## src/rtl/pwl_pkg.sv

```systemverilog
// Shared types and helpers for the piecewise-linear interpolator.
// Assumes entry sizes are powers of two bytes: 1, 2 or 4.
package pwl_pkg;

    typedef enum logic [1:0] {
        SZ_BYTE = 2'd0,
        SZ_WORD = 2'd1,
        SZ_LONG = 2'd2,
        SZ_RSVD = 2'd3
    } esize_t;

    typedef enum logic [2:0] {
        ST_IDLE = 3'd0,
        ST_RD0  = 3'd1,
        ST_RD1  = 3'd2,
        ST_WAIT = 3'd3,
        ST_CALC = 3'd4
    } pstate_t;

    // log2 of the entry size in bytes; the reserved code acts as long
    function automatic logic [1:0] size_shift(input logic [1:0] code);
        return (code == SZ_BYTE) ? 2'd0 : (code == SZ_WORD) ? 2'd1 : 2'd2;
    endfunction

endpackage

```

## src/rtl/pwl_seq.sv

```systemverilog
// Job sequencer: accepts start when idle, latches the job controls,
// forms the two byte addresses and steps through the memory reads.
// Assumes memory data is valid exactly one cycle after mem_rd_en.
module pwl_seq
    import pwl_pkg::*;
#(
    parameter int ADDR_W = 16,
    parameter int IDX_W  = 8,
    parameter int FRAC_W = 8,
    localparam int X_W   = IDX_W + FRAC_W
) (
    input  logic              clk,
    input  logic              rst_n,
    input  logic              start,
    input  logic              mode_reg,
    input  logic              round_en,
    input  logic [1:0]        entry_size,
    input  logic [X_W-1:0]    x_in,
    input  logic [ADDR_W-1:0] base_addr,
    output logic              busy,
    output logic              accept,
    output logic              load_ops,
    output logic              cap_lo,
    output logic              cap_hi,
    output logic              calc,
    output logic              mem_rd_en,
    output logic [ADDR_W-1:0] mem_addr,
    output logic [1:0]        size_q,
    output logic              round_q,
    output logic [FRAC_W-1:0] frac_q
);

    pstate_t           state;
    pstate_t           state_nx;
    logic [ADDR_W-1:0] addr_q;
    logic [ADDR_W-1:0] first_addr;
    logic [ADDR_W-1:0] step;

    // byte offset of the indexed entry plus base, and the per-entry stride
    always_comb begin
        first_addr = base_addr + (ADDR_W'(x_in[X_W-1:FRAC_W]) << size_shift(entry_size));
        step       = ADDR_W'(1) << size_shift(size_q);
    end

    assign busy     = (state != ST_IDLE);
    assign accept   = (state == ST_IDLE) && start;
    assign load_ops = accept && mode_reg;
    assign cap_lo   = (state == ST_RD1);
    assign cap_hi   = (state == ST_WAIT);
    assign calc     = (state == ST_CALC);
    assign mem_rd_en = (state == ST_RD0) || (state == ST_RD1);
    assign mem_addr  = addr_q;

    // next-state selection for the job sequence
    always_comb begin
        state_nx = state;
        case (state)
            ST_IDLE: if (start) state_nx = mode_reg ? ST_CALC : ST_RD0;
            ST_RD0:  state_nx = ST_RD1;
            ST_RD1:  state_nx = ST_WAIT;
            ST_WAIT: state_nx = ST_CALC;
            ST_CALC: state_nx = ST_IDLE;
            default: state_nx = ST_IDLE;
        endcase
    end

    // state register and job-control latches
    always_ff @(posedge clk) begin
        if (!rst_n) begin
            state   <= ST_IDLE;
            addr_q  <= '0;
            size_q  <= SZ_BYTE;
            round_q <= 1'b0;
            frac_q  <= '0;
        end else begin
            state <= state_nx;
            if (accept) begin
                addr_q  <= first_addr;
                size_q  <= entry_size;
                round_q <= round_en;
                frac_q  <= x_in[FRAC_W-1:0];
            end else if (state == ST_RD0) begin
                addr_q <= addr_q + step;
            end
        end
    end

endmodule

```

## src/rtl/pwl_arith.sv

```systemverilog
// Combinational interpolation: forms E0*2^F + (E1-E0)*f, and optionally
// rounds it back to entry scale by adding half an LSB and shifting.
// Assumes E0 and E1 are already zero-extended unsigned entries.
module pwl_arith #(
    parameter int DATA_W = 32,
    parameter int FRAC_W = 8,
    localparam int RES_W = DATA_W + FRAC_W,
    localparam int DIF_W = DATA_W + 1,
    localparam int PRD_W = DIF_W + FRAC_W + 1,
    localparam int SUM_W = PRD_W + 1
) (
    input  logic [DATA_W-1:0] e_lo,
    input  logic [DATA_W-1:0] e_hi,
    input  logic [FRAC_W-1:0] frac,
    input  logic              round_en,
    output logic [RES_W-1:0]  value
);

    localparam logic signed [SUM_W-1:0] HALF = SUM_W'(1) <<< (FRAC_W - 1);

    logic signed [DIF_W-1:0] slope;
    logic signed [PRD_W-1:0] scaled;
    logic signed [SUM_W-1:0] full;
    logic signed [SUM_W-1:0] biased;
    logic signed [SUM_W-1:0] shifted;
    logic                    unused_bits;

    // signed slope, scaled slope, and the two result forms
    always_comb begin
        slope   = $signed({1'b0, e_hi}) - $signed({1'b0, e_lo});
        scaled  = slope * $signed({1'b0, frac});
        full    = $signed({3'b000, e_lo, {FRAC_W{1'b0}}}) + $signed({scaled[PRD_W-1], scaled});
        biased  = full + HALF;
        shifted = biased >>> FRAC_W;
        value   = round_en ? {{FRAC_W{1'b0}}, shifted[DATA_W-1:0]} : full[RES_W-1:0];
    end

    assign unused_bits = ^{full[SUM_W-1:RES_W], shifted[SUM_W-1:DATA_W]};

endmodule

```

## src/rtl/pwl_interp.sv

```systemverilog
// Top of the piecewise-linear interpolator. Holds the two entry
// registers, the result register and the done pulse; the sequencer
// drives the memory port and the arithmetic unit forms the value.
// Assumes mem_rdata carries the entry right-aligned, upper bits don't-care.
module pwl_interp
    import pwl_pkg::*;
#(
    parameter int ADDR_W = 16,
    parameter int DATA_W = 32,
    parameter int IDX_W  = 8,
    parameter int FRAC_W = 8,
    localparam int X_W   = IDX_W + FRAC_W,
    localparam int RES_W = DATA_W + FRAC_W
) (
    input  logic              clk,
    input  logic              rst_n,
    input  logic              start,
    input  logic              mode_reg,
    input  logic              round_en,
    input  logic [1:0]        entry_size,
    input  logic [X_W-1:0]    x_in,
    input  logic [ADDR_W-1:0] base_addr,
    input  logic [DATA_W-1:0] entry_a,
    input  logic [DATA_W-1:0] entry_b,
    output logic              mem_rd_en,
    output logic [ADDR_W-1:0] mem_addr,
    output logic [1:0]        mem_size,
    input  logic [DATA_W-1:0] mem_rdata,
    output logic              busy,
    output logic              done,
    output logic [RES_W-1:0]  result
);

    logic              accept;
    logic              load_ops;
    logic              cap_lo;
    logic              cap_hi;
    logic              calc;
    logic [1:0]        size_q;
    logic              round_q;
    logic [FRAC_W-1:0] frac_q;
    logic [DATA_W-1:0] e_lo_q;
    logic [DATA_W-1:0] e_hi_q;
    logic [RES_W-1:0]  value;
    logic              unused_acc;

    // keep only the bits that belong to the selected entry size
    function automatic logic [DATA_W-1:0] trim(input logic [DATA_W-1:0] v, input logic [1:0] code);
        logic [DATA_W-1:0] m;
        m = ~DATA_W'(0);
        if (code == SZ_BYTE)      m = DATA_W'(8'hFF);
        else if (code == SZ_WORD) m = DATA_W'(16'hFFFF);
        return v & m;
    endfunction

    pwl_seq #(
        .ADDR_W(ADDR_W), .IDX_W(IDX_W), .FRAC_W(FRAC_W)
    ) u_seq (
        .clk(clk), .rst_n(rst_n), .start(start), .mode_reg(mode_reg),
        .round_en(round_en), .entry_size(entry_size), .x_in(x_in),
        .base_addr(base_addr), .busy(busy), .accept(accept),
        .load_ops(load_ops), .cap_lo(cap_lo), .cap_hi(cap_hi), .calc(calc),
        .mem_rd_en(mem_rd_en), .mem_addr(mem_addr), .size_q(size_q),
        .round_q(round_q), .frac_q(frac_q)
    );

    pwl_arith #(
        .DATA_W(DATA_W), .FRAC_W(FRAC_W)
    ) u_arith (
        .e_lo(e_lo_q), .e_hi(e_hi_q), .frac(frac_q),
        .round_en(round_q), .value(value)
    );

    assign mem_size   = size_q;
    assign unused_acc = accept;

    // entry registers: loaded from operands at start or from memory reads
    always_ff @(posedge clk) begin
        if (!rst_n) begin
            e_lo_q <= '0;
            e_hi_q <= '0;
        end else if (load_ops) begin
            e_lo_q <= trim(entry_a, entry_size);
            e_hi_q <= trim(entry_b, entry_size);
        end else begin
            if (cap_lo) e_lo_q <= trim(mem_rdata, size_q);
            if (cap_hi) e_hi_q <= trim(mem_rdata, size_q);
        end
    end

    // result register and single-cycle completion pulse
    always_ff @(posedge clk) begin
        if (!rst_n) begin
            result <= '0;
            done   <= 1'b0;
        end else begin
            done <= calc;
            if (calc) result <= value;
        end
    end

endmodule

```

## config.mk

```make
export PLATFORM = sky130hd
export DESIGN_NAME = pwl_interp
export DESIGN_NICKNAME = d
export VERILOG_FILES = /design/src/rtl/pwl_pkg.sv /design/src/rtl/pwl_seq.sv /design/src/rtl/pwl_arith.sv /design/src/rtl/pwl_interp.sv
export SDC_FILE = /design/constraint.sdc
export NUM_CORES = 1
export LEC_CHECK = 0
export BUFFER_PORTS_ARGS = -buffer_cell sky130_fd_sc_hd__buf_2
export CORE_ASPECT_RATIO = 2
export CORE_MARGIN = 10
export CORE_UTILIZATION = 55
export DETAILED_ROUTE_END_ITERATION = 7
export GPL_TIMING_DRIVEN = 0
export PLACE_DENSITY = 0.75
export SKIP_CTS_REPAIR_TIMING = 1
export SYNTH_ARGS = -nofsm -noshare
export SYNTH_HDL_FRONTEND = slang
export SYNTH_SLANG_ARGS = --single-unit
```

## constraint.sdc

```tcl
create_clock -name clk -period 9.8 [get_ports clk]
set_input_delay 0.49 -clock clk [delete_from_list [all_inputs] [get_ports clk]]
set_output_delay 0.49 -clock clk [all_outputs]
set_load 0.005 [all_outputs]
```

==> results_dict.tcl, run 1 <==
set metrics [dict create \
    die_area_mm2 0.0424 \
    skew_ns 0.0136 \
    p_per_area_mw_per_mm2 337 \
    numPlacedInstances 2890 \
    drt_iter0_markers 1186 \
    first_pass_iters 5 \
    vias_per_cell 5.95 \
    end_kind "flop" \
    syn_area_per_cell_um2 8.30 \
    grt_pass1_vias 18200 \
    crit_required_ns 10.13 \
    tightestPinTransition_ns 1.37 \
    yosys_warnings 0 \
    clock_latency_ns 0.45 \
    ys_types 92 \
    clock_path_buffers 2 \
    cp_slowest_cell "fa_1" \
    drive_above_1_share 0.113 \
    postRouteAntennaNets 0 \
    synth_edf_count 0 \
    cp_max_fo 8 \
    drv_slew 0 \
    synthesis.area_mm2 0.0188 \
    rsz0062_at_grt "false" \
    die_h_um 281 \
    cts_buffers 17 \
    htreeDepth 4 \
    vias 17400 \
    grt_use_total 0.307 \
    arrival_ns 9.69 \
    worst_slack_ns 0.447 \
    port_buffers 192 \
    slew_headroom 0.0808 \
    cts.sinks 135 \
    maxCapViolations 0 \
    fp-row-count 95 \
    grt_pass1_wl_mm 98.7 \
    ys_ff_latch 135 \
    initial_utilization 0.558 \
    wl_mm 64.8 \
    ios 196 \
    yosys_most_used_dff "dfxtp_1" \
    critPathLaunchType "flop" \
    status "complete, no violations" \
    max_stage_delay_ns 0.59 \
    hold_viol_final 0 \
    ir_drop_v 0.000238 \
    async_flop_share 0 \
    fin_nets 2971 \
    hold_path_class "primary input to flop" \
    dp_hpwl_mm 54.5 \
    multi_input_area_mm2 0.0145 \
    critPathKind "flop to flop" \
    final_common_cell "inv_1" \
    min_period_ns 9.35 \
    ys_seq_area_frac 0.144 \
    setup_tns_ns 0 \
    finish.utilization 0.620 \
    final_cells 2921 \
    antenna_found_initial 1 \
    grt_max_degree 17 \
    dpl_worst_slack_ns 0.267 \
    die_x_um 151 \
    regArea_mm2 0.00270 \
    syn_inst 2261 \
    clk_pin_slew_worst_paths_ns 0.07 \
    area_delta_synth_final_pct 11.2 \
    drc 0 \
    setup_viol 0 \
    cts_tree "built" \
    wl_per_cell_um 22.2 \
    grt_overflow_total 0 \
    fillCellCount 3057 \
    fmax_ghz 0.107 \
    cts-root-buf "clkbuf_16" \
    cp_common_cell "fa_1" \
    core_mm2 0.0336 \
    place.gp.congestion 1.02 \
    layout_common_cells "inv_1, nand2_1, fa_1" \
    p_leak_nw 10.0 \
    finalCritPeriodShare 0.954 \
]
routing by layer:
metal / up-vias / GRT usage / wire [µm]
li1: 7949 / - / -
met1: 8474 / 0.298 / 21500
met2: 725 / 0.555 / 33900
met3: 238 / 0.0362 / 3230
met4: 0 / 0.262 / 6110
met5: - / 0 / 0
power breakdown:
group | internal, mW | switching, mW
sequential | 0.619 | 0.0564
clock | 0.324 | 0.251
combinational | 2.08 | 3.71
total | 3.02 | 4.01
metrics by stage:
| stage | hold WS [ns] | instance area (µm²) | power, mW |
|---|---|---|---|
| 6_report | 0.276 | 20900 | 7.04 |
| 2_1_floorplan | 0.451 | 18800 | 4.71 |
| 3_5_place_dp | 0.471 | 20300 | 6.34 |
| 4_1_cts | 0.266 | 20800 | 6.94 |
| 5_1_grt | 0.287 | 20900 | 7.58 |
| 3_3_place_gp | 0.443 | 20300 | 6.26 |
Yosys cell counts, drive strengths merged (12+ instances only):
library cell  count  area (µm²)
a22oi            33         248
nor2b            40         250
nor3             33         185
fa              233        4660
xnor2            70         621
clkbuf          103         387
nand2b           16         100
o211ai           23         173
o211a            20         200
xor2             37         324
o21bai           12        90.1
and2            149         932
a211oi           33         275
ha              130        1630
nand4            12        96.3
o21ai           130         654
nand3            44         225
dfxtp           135        2700
and3             20         125
a221oi           27         243
a21oi           116         592
a21boi           21         158
mux2i            14         140
nor2             99         372
inv             309        1160
nand2           248         931
a21o             23         180
registers in the layout, summed over array words and instances (netlist names):
| register | cells |
|---|---|
| done | 1 |
| u_seq.mem_addr | 16 |
| u_seq.round_q | 1 |
| e_hi_q | 32 |
| e_lo_q | 32 |
| u_seq.size_q | 2 |
| u_seq.state | 3 |
| result | 40 |
| u_seq.frac_q | 8 |
final cells by class:
type | instances | area share
Sequential cell | 135 | 0.129
Inverter | 309 | 0.0556
Buffer | 113 | 0.0212
Antenna cell | 1 | 0.000120
Tap cell | 436 | 0.0261
Multi-Input combinational cell | 1705 | 0.697
Clock inverter | 9 | 0.00270
Timing Repair Buffer | 192 | 0.0460
Clock buffer | 21 | 0.0216
final timing paths:
check | startpoint | end | slack (ns) | cells past startpoint
max | e_lo_q[1] | result[28] | 0.45 | 33
min | entry_a[1] | e_lo_q[1] | 0.28 | 2
max reg2reg | e_lo_q[1] | result[28] | 0.45 | 33
min reg2reg | result[19] | result[19] | 0.47 | 2
logic make-up (layout without fill, tap and decap cells):
family | count (synthesis) | in the layout | share of synthesized area
buf+inv | 422 | 644 | 0.0854
mux | 15 | 15 | 0.00806
xor+xnor | 107 | 107 | 0.0503
simple gates | 708 | 708 | 0.193
other cells | 1 | 3 | 0.000200
fa+ha+maj | 363 | 363 | 0.335
compound gates | 510 | 510 | 0.184
flops | 135 | 135 | 0.144
critical path: cells and delay by family, from the launching register on:
| kind | cells | cell delay [ns] |
|---|---|---|
| AOI/OAI and AO/OA | 14 | 3.41 |
| buffers and inverters | 4 | 0.42 |
| adders and majority gates | 7 | 3.16 |
| xor gates and xnor gates | 2 | 0.40 |
| and+or+nand+nor | 6 | 1.42 |
| DFF | 1 | 0.42 |
Note: power is estimated with default switching activity, not from simulation.
==> inputs of run 2 (changes only) <==
PLACE_DENSITY = 0.78   (was 0.75)
clock period = 8.1 ns   (was 9.8 ns; I/O delays follow)
==> run 2 against run 1 <==
Against the previous run:
- the run now ends with negative setup slack left
- sequential share of layout area decreased by 1.2 points
- non-clock buffer count increased by 83
- via count rose by 5.7%
- fmax rose by 6.8%
- critical path type unchanged
- largest power group unchanged
==> results_dict.tcl, run 2 (synthesized netlist as in run 1, its figures left out) <==
set metrics [dict create \
    drc 0 \
    fmax_ghz 0.114 \
    place.gp.congestion 1.02 \
    cts_buffers 17 \
    r2r_slack_ns -0.65 \
    wl_mm 70.2 \
    p_per_area_mw_per_mm2 493 \
    drt-met1-wl_mm 22.7 \
    cp_slowest_cell "fa_2" \
    clockPowerShare 0.069 \
    min_period_ns 8.75 \
    switching_share 0.541 \
    r2r_start "e_lo_q[9]" \
    grt_max_degree 17 \
    wl_met2_mm 36.2 \
    end_kind "flop" \
    pwr-share-comb 0.860 \
    grt_use_total 0.310 \
    area_delta_synth_final_pct 23.0 \
    multi_input_area_mm2 0.0160 \
    ir_drop_v 0.000356 \
    port_buffers 192 \
    wl_per_cell_um 23.4 \
    regArea_mm2 0.00271 \
    postRouteAntennaNets 0 \
    met3_wirelength_mm 4.25 \
    grt_pass1_wl_mm 100 \
    worst_slack_ns -0.655 \
    power_switching_mw 6.17 \
    maxCapViolations 0 \
    cts.sinks 135 \
    dp_hpwl_mm 54.7 \
    layout_common_cells "inv_1, nand2_1, fa_1" \
    whs_endpoint "e_lo_q[0]" \
    antenna_found_initial 2 \
    finalCritPeriodShare 1.08 \
    initial_utilization 0.558 \
    fillCellCount 2632 \
    highest_layer "met4" \
    dpl_cell_area_mm2 0.0203 \
    grt_pass1_vias 18800 \
    ios 196 \
    status "finished with violations" \
    max_stage_delay_ns 0.70 \
    drv_slew 0 \
    crit_required_ns 8.46 \
    drt_iter0_markers 1281 \
    skew_ns 0.0164 \
    tightestPinTransition_ns 1.14 \
    worstHoldStart "entry_a[0]" \
    critPathLaunchType "flop" \
    power_frac_seq 0.072 \
    vias_per_cell 6.12 \
    grt_overflow_total 0 \
    cp_max_fo 6 \
    fp-row-count 95 \
    top_register "result" \
    die_h_um 281 \
    clock_path_buffers 2 \
    slew_headroom 0.234 \
    hold_viol_final 0 \
    r2r_cells 33 \
    first_pass_iters 8 \
    dpl_worst_slack_ns -1.39 \
    fin_nets 3054 \
    cts-root-buf "clkbuf_16" \
    p_int_mw 5.22 \
    die_area_mm2 0.0424 \
    clk_pin_slew_worst_paths_ns 0.07 \
    critPathKind "flop to flop" \
    total_power_mw 11.4 \
    vias 18400 \
    p_leak_nw 10.9 \
    clock_latency_ns 0.46 \
    core_mm2 0.0336 \
    drive_above_1_share 0.222 \
    die_x_um 151 \
    hold_path_class "primary input to flop" \
    setup_viol 26 \
    crit_path_start "e_lo_q[9]" \
    largest_reg_flops 40 \
    htreeDepth 4 \
    hold_depth 2 \
    cts_tree "built" \
    post-route-cell-area_mm2 0.0231 \
    arrival_ns 9.11 \
    violations "negative setup slack" \
    r2r_end "result[28]" \
    largestRegisters "result (40), e_hi_q (32), e_lo_q (32)" \
    rsz0062_at_grt "true" \
    final_common_cell "inv_1" \
]
## run 2: cell types whose count changed in the layout (fill, tap and decap cells not counted), moves of 12 or more
cell,previous run,this run
clkbuf_1,106,94
ha_1,130,103
o21ai_0,113,101
xnor2_2,4,24
a21oi_1,113,88
buf_4,1,79
a21oi_2,3,19
xnor2_1,66,43
fa_2,0,13
buf_6,1,16
ha_4,0,16
fa_1,233,220
## run 2: worst max path at each step
stage                     slack, ns         end  depth (start not counted)
final                         -0.65  result[28]                         33
after global placement        -1.32  result[28]                         33
after detailed placement      -1.39  result[28]                         33
after floorplan                0.13  result[28]                         31
after CTS                     -1.45  result[28]                         33
after global routing          -0.89  result[28]                         33
## run 2: power by group through the flow
stage | Sequential [mW] | Clock (mW) | Combinational [mW]
detailed placement | 0.826 | 0 | 6.89
finish | 0.817 | 0.781 | 9.79
floorplan | 0.807 | 0 | 4.89
CTS | 0.811 | 0.777 | 6.94
global route | 0.821 | 0.804 | 10.4
global placement | 0.822 | 0 | 6.78
## run 2: stage by stage
step	hold WS, ns	utilization	instances	setup TNS [ns]
finish	0.191	0.686	3005	-10.24
CTS	0.183	0.620	2921	-28.83
global placement	0.443	0.603	2890	-24.42
global route	0.194	0.686	3005	-16.71
detailed placement	0.450	0.603	2890	-27.08
floorplan	0.451	-	2262	0
## run 2: routing by layer
metal  vias to the layer above  track usage
met3                       374       0.0408
li1                       8085            -
met5                         -            0
met2                       971        0.559
met1                      8952        0.297
met4                         0        0.278
## run 2: layout make-up
cell class / count / share of cell area
Timing Repair Buffer: 282 / 0.0738
Sequential cell: 135 / 0.117
Tap cell: 436 / 0.0236
Inverter: 309 / 0.0503
Buffer: 106 / 0.0194
Multi-Input combinational cell: 1705 / 0.691
Clock inverter: 14 / 0.00585
Antenna cell: 1 / 0.000108
Clock buffer: 17 / 0.0184
## run 2: worst max-delay path, delay by kind of cell, from the launching register on
family          cells  cell delay [ns]
flops               1             0.34
fa+ha+maj           7             3.29
buf+inv             7             0.86
xor+xnor            2             0.35
simple gates        8             1.89
compound gates      9             1.94
